--- src/rtl/flit_rx_pkg.sv ---
package flit_rx_pkg;

   // lane-mode encoding at the block's edge
   typedef enum logic [1:0] {
      LM_ALL     = 2'd0,
      LM_HALF    = 2'd1,
      LM_SINGLE  = 2'd2,
      LM_SINGLE2 = 2'd3
   } lane_mode_e;

   // quadrants carrying data in a given mode
   function automatic int unsigned active_quads(input int unsigned mode_i, input int unsigned nq);
      if (mode_i == 0) return nq;
      if (mode_i == 1) return nq / 2;
      return 1;
   endfunction

endpackage

--- src/rtl/flit_lane_gather.sv ---
module flit_lane_gather
   import flit_rx_pkg::*;
#(
   parameter int LPQ    = 5,
   parameter int NQ     = 4,
   parameter int FLIT_W = 80
) (
   input  logic                clk,
   input  logic                rst_n,
   input  logic                in_valid,
   input  logic                in_sof,
   input  logic [1:0]          in_mode,
   input  logic [LPQ*NQ-1:0]   in_word,
   output logic [FLIT_W-1:0]   flit_o,
   output logic                done_o,
   output logic                frame_err_o
);
   localparam int SLOTS = FLIT_W / LPQ;
   localparam int CNT_W = (SLOTS > 1) ? $clog2(SLOTS) : 1;
   localparam int MODES = 4;

   logic [CNT_W-1:0]  cnt_q, cnt_d, cnt_eff, last_idx;
   logic [1:0]        mode_q, mode_eff;
   logic              busy, accept, done;
   logic [FLIT_W-1:0] asm_q, asm_d;

   always_comb begin
      busy     = (cnt_q != '0);
      cnt_eff  = in_sof ? '0 : cnt_q;
      mode_eff = in_sof ? in_mode : mode_q;
      accept   = in_valid && (in_sof || busy);
      case (mode_eff)
         LM_ALL:  last_idx = CNT_W'(SLOTS / int'(active_quads(0, NQ)) - 1);
         LM_HALF: last_idx = CNT_W'(SLOTS / int'(active_quads(1, NQ)) - 1);
         default: last_idx = CNT_W'(SLOTS - 1);
      endcase
      done  = accept && (cnt_eff == last_idx);
      cnt_d = cnt_q;
      if (accept) cnt_d = done ? '0 : CNT_W'(cnt_eff + 1'b1);
   end

   // each 5-bit slot of the flit picks its quadrant per mode
   for (genvar s = 0; s < SLOTS; s++) begin : g_slot
      logic [MODES-1:0]          hit;
      logic [MODES-1:0][LPQ-1:0] pick;
      for (genvar m = 0; m < MODES; m++) begin : g_mode
         localparam int Q = int'(active_quads(m, NQ));
         assign hit[m]  = (cnt_eff == CNT_W'(s / Q));
         assign pick[m] = in_word[(s % Q)*LPQ +: LPQ];
      end
      assign asm_d[s*LPQ +: LPQ] = (accept && hit[mode_eff]) ? pick[mode_eff]
                                                             : asm_q[s*LPQ +: LPQ];
   end

   always_ff @(posedge clk or negedge rst_n) begin
      if (!rst_n) begin
         cnt_q  <= '0;
         mode_q <= LM_ALL;
         asm_q  <= '0;
      end else begin
         cnt_q <= cnt_d;
         asm_q <= asm_d;
         if (in_valid && in_sof) mode_q <= in_mode;
      end
   end

   assign flit_o      = asm_d;
   assign done_o      = done;
   assign frame_err_o = in_valid && in_sof && busy;

endmodule

--- src/rtl/flit_crc8.sv ---
module flit_crc8 #(
   parameter int               DATA_W = 72,
   parameter int               CRC_W  = 8,
   parameter logic [CRC_W-1:0] POLY   = 'h07
) (
   input  logic [DATA_W-1:0] data_i,
   output logic [CRC_W-1:0]  crc_o
);
   logic [CRC_W-1:0] acc;
   logic             fb;

   always_comb begin
      acc = '0;
      fb  = 1'b0;
      for (int i = DATA_W - 1; i >= 0; i--) begin
         fb  = acc[CRC_W-1] ^ data_i[i];
         acc = {acc[CRC_W-2:0], 1'b0};
         if (fb) acc = acc ^ POLY;
      end
      crc_o = acc;
   end

endmodule

--- src/rtl/flit_rx_deser.sv ---
module flit_rx_deser #(
   parameter int               LANES_PER_QUAD = 5,
   parameter int               NUM_QUADS      = 4,
   parameter int               PAYLOAD_W      = 64,
   parameter int               HDR_W          = 8,
   parameter int               CHK_W          = 8,
   parameter logic [CHK_W-1:0] CHK_POLY       = 'h07
) (
   input  logic                                clk,
   input  logic                                rst_n,
   input  logic [1:0]                          lane_mode,
   input  logic                                xfer_valid,
   input  logic                                xfer_sof,
   input  logic [LANES_PER_QUAD*NUM_QUADS-1:0] lane_word,
   output logic                                out_valid,
   output logic [HDR_W-1:0]                    out_hdr,
   output logic [PAYLOAD_W-1:0]                out_payload,
   output logic [CHK_W-1:0]                    out_chk,
   output logic                                crc_err,
   output logic                                frame_err
);
   localparam int FLIT_W = PAYLOAD_W + HDR_W + CHK_W;
   localparam int BODY_W = PAYLOAD_W + HDR_W;
   localparam int LANE_W = LANES_PER_QUAD * NUM_QUADS;

   if (FLIT_W % LANE_W != 0) begin : g_bad_width
      $error("flit width must be a whole number of full-width transfers");
   end
   if (NUM_QUADS < 2 || (NUM_QUADS & (NUM_QUADS - 1)) != 0) begin : g_bad_quads
      $error("quadrant count must be a power of two of at least 2");
   end
   if (CHK_W < 2) begin : g_bad_chk
      $error("check field must be at least 2 bits");
   end

   logic [FLIT_W-1:0] flit;
   logic              done, ferr_c;
   logic [CHK_W-1:0]  chk_calc;

   flit_lane_gather #(
      .LPQ    (LANES_PER_QUAD),
      .NQ     (NUM_QUADS),
      .FLIT_W (FLIT_W)
   ) u_gather (
      .clk         (clk),
      .rst_n       (rst_n),
      .in_valid    (xfer_valid),
      .in_sof      (xfer_sof),
      .in_mode     (lane_mode),
      .in_word     (lane_word),
      .flit_o      (flit),
      .done_o      (done),
      .frame_err_o (ferr_c)
   );

   flit_crc8 #(
      .DATA_W (BODY_W),
      .CRC_W  (CHK_W),
      .POLY   (CHK_POLY)
   ) u_crc (
      .data_i (flit[BODY_W-1:0]),
      .crc_o  (chk_calc)
   );

   always_ff @(posedge clk or negedge rst_n) begin
      if (!rst_n) begin
         out_valid   <= 1'b0;
         crc_err     <= 1'b0;
         frame_err   <= 1'b0;
         out_hdr     <= '0;
         out_payload <= '0;
         out_chk     <= '0;
      end else begin
         out_valid <= done;
         frame_err <= ferr_c;
         crc_err   <= done && (chk_calc != flit[FLIT_W-1 -: CHK_W]);
         if (done) begin
            out_payload <= flit[PAYLOAD_W-1:0];
            out_hdr     <= flit[PAYLOAD_W +: HDR_W];
            out_chk     <= flit[FLIT_W-1 -: CHK_W];
         end
      end
   end

endmodule

--- config.mk ---
export PLATFORM = sky130hd
export DESIGN_NAME = flit_rx_deser
export DESIGN_NICKNAME = d
export VERILOG_FILES = /design/src/rtl/flit_rx_pkg.sv /design/src/rtl/flit_lane_gather.sv /design/src/rtl/flit_crc8.sv /design/src/rtl/flit_rx_deser.sv
export SDC_FILE = /design/constraint.sdc
export NUM_CORES = 1
export LEC_CHECK = 0
export ABC_AREA = 1
export BUFFER_PORTS_ARGS = -buffer_cell sky130_fd_sc_hd__buf_4
export CAP_MARGIN = 20
export CORE_MARGIN = 2
export CORE_UTILIZATION = 30
export CTS_CLUSTER_DIAMETER = 150
export CTS_CLUSTER_SIZE = 12
export DETAILED_ROUTE_END_ITERATION = 6
export HOLD_SLACK_MARGIN = 0.1
export SKIP_LAST_GASP = 1
export SYNTH_ARGS = -nofsm -noshare
export SYNTH_HDL_FRONTEND = slang
export SYNTH_SLANG_ARGS = --single-unit
--- constraint.sdc ---
create_clock -name clk -period 5.34 [get_ports clk]
set_clock_uncertainty 0.1 [all_clocks]
set_input_delay 1.068 -clock clk [delete_from_list [all_inputs] [get_ports clk]]
set_output_delay 1.068 -clock clk [all_outputs]
set_load 0.01 [all_outputs]
==> impl_results.md <==
* Status: complete, but fails checks
* Violated checks: negative setup slack
* Placed Area at 13900 um^2
* Overflow after GRT at 0
* Synthesized area per cell at 6.69 um^2
* Warnings, synthesis at 0
* Crit Path Category: input pin to register
* Tcrit/Tclk final at 1.17
* Max-slew violations at 0
* Detailed Route WL at 39.5 mm
* Clk pin slew, worst setup/hold paths at 0.07 ns
* Maxcap violations at 0
* Final nets at 2010
* Initial DRC count at 767
* CP max FO at 6
* CTS Root Cell: clkbuf_16
* Cell count after synthesis at 1639
* Placer Congestion at 0.927
* First-pass DRT Iterations at 5
* Worst Slack Setup Final at -0.885 ns
* Hold_buf cts at 0
* Port bufs at 108
* Yosys cell types at 37
* Critical Path AT at 6.43 ns
* TritonCTS Sinks at 169
* Min cycle time layout at 6.23 ns
* Slew headroom at 0.362
* Post-Syn Nets at 1667
* Most common cell after layout, fill and taps aside: nand2_1
* Hold Crit Class: register to register
* Slowest CP cell: a21oi_4
* Final instance area at 16000 um^2
* DR vias/cell at 4.78
* WP data required at 5.54 ns
* H-tree Lvls at 4
* Final core occ at 0.442
* Post-detailed-route wirelength per cell at 16.0 um
* CP peak stage delay at 0.26 ns
* CTS tree: done
* Largest net degree at the start of global routing at 102
* Initial Util at 0.302
* Synthesis-stage register bit count at 169
* Die ar. at 38100 um^2
* Clock Path Buffers at 2
* Highest-count cells in the layout ignoring fill and taps: nand2_1 (505), buf_4 (341), inv_1 (201)
* CP startpoint kind: input pin
* Seq/Total Area, Yosys at 0.386
* All-Layer GR Usage at 0.207
* Die X at 195 um
* Skew-Pair Late Insertion Delay at 0.46 ns
* RSZ-0062 raised after global routing: yes
* # diodes at 0
* Final hold violation count at 0
* Worst slew pin tran at 0.957 ns
* Row cnt at 70
* Vias in the first global route at 11400
* Detailed Place HPWL at 29.6 mm
* Total CTS buffers at 17
* Post-route ant nets at 0
* Maximum clock rate at 161 MHz
* Most Frequent Cell on Critical Path: nand2_2
* Post-Syn Area at 11000 um^2
* Area delta synth->final at 46.0%
* Die Y at 195 um
* Initial antenna violation count at 1
* Ratio of cells with drive above 1 in the final layout at 0.400
* Via count at 11800
* Drt drc at 0
* CP Capture Type: register
* Final setup fails at 1
* First-pass GRT wire length at 61.5 mm
* # IOs at 109
* Core area at 36300 um^2
Yosys cell counts, drive strengths merged:
cell / n / area share
nand2: 753 / 0.28
inv: 238 / 0.081
nand3: 214 / 0.11
dfrtp: 169 / 0.39
o21ai: 156 / 0.075
nor2: 31 / 0.016
clkbuf: 20 / 0.0068
nand4: 14 / 0.0099
a21oi: 10 / 0.0059
buf: 9 / 0.0080
nand3b: 6 / 0.0041
xor2: 6 / 0.0062
ha: 2 / 0.0023
o211ai: 2 / 0.0014
o21a: 2 / 0.0014
o31ai: 2 / 0.0014
xnor2: 2 / 0.0016
a211o: 1 / 0.00080
a221o: 1 / 0.00091
o32ai: 1 / 0.00080
registers in the layout, indices dropped and copies added (netlist names):
name             cells
out_payload         64
crc_err              1
frame_err            1
u_gather.cnt_q       4
out_hdr              8
u_gather.asm_q      80
out_chk              8
u_gather.mode_q      2
out_valid            1
worst max-delay path: cells and delay by family:
family / cells / cell delay [ns]
adders and majority gates: 1 / 0.19
AOI/OAI and AO/OA: 2 / 0.32
buffers and inverters: 8 / 0.75
and+or+nand+nor: 46 / 4.04
kinds of logic (layout without fill, tap and decap cells):
group / Yosys count / in the layout / share of synthesized area
fa+ha+maj: 2 / 2 / 0.00228
simple gates: 1018 / 1021 / 0.421
buf+inv: 267 / 620 / 0.0963
compound gates: 175 / 175 / 0.0875
xor+xnor: 8 / 8 / 0.00776
flops: 169 / 169 / 0.386
per-stage QoR:
step,setup WS (ns),hold WS [ns],cells,TNS [ns]
final,-0.885,0.374,2463,-0.885
after global routing,-1.35,0.397,2463,-1.35
after CTS,-0.713,0.379,2453,-0.713
after detailed placement,-1.72,0.362,2407,-1.72
after global placement,-1.67,0.356,2407,-1.67
after floorplan,-0.327,0.350,1639,-0.327
final timing paths:
path                                    from               to  slack [ns]  depth (start not counted)
max                                 xfer_sof          crc_err       -0.89                         57
min                               out_chk[4]       out_chk[4]        0.37                          2
min reg2reg                       out_chk[4]       out_chk[4]        0.37                          2
max reg2reg                u_gather.cnt_q[0]          crc_err       -0.59                         57
min in group asynchronous              rst_n       out_hdr[1]        0.64                          1
max in group asynchronous              rst_n  out_payload[25]        3.36                          2
per-layer routing:
layer,wire (um),GRT usage,up-vias,part of all wire
li1,-,-,5840,-
met5,13,0,-,0.00033
met3,2000,0.0330,68,0.051
met2,18100,0.332,308,0.46
met4,1280,0.0809,2,0.032
met1,18000,0.281,5559,0.46
area by class of cell:
| cell class | instances | area [um^2] |
|---|---|---|
| fillers | 3715 | 20200 |
| clock inverters | 13 | 120 |
| well taps | 468 | 586 |
| multi-input cells | 1206 | 7060 |
| repair buffers | 350 | 2680 |
| flip-flops and latches | 169 | 4230 |
| inverters | 238 | 903 |
| clock buffers | 19 | 443 |
what timing repair did:
action,CTS,global route
setup endpoints to repair,1,1
buffers inserted,10,10
resized for setup,179,163
gates cloned,4,0
pin swaps,64,72
Power is left out: the tool's default activity adds up to more than one toggle a clock period on the data nets, which glitch-free logic cannot reach.
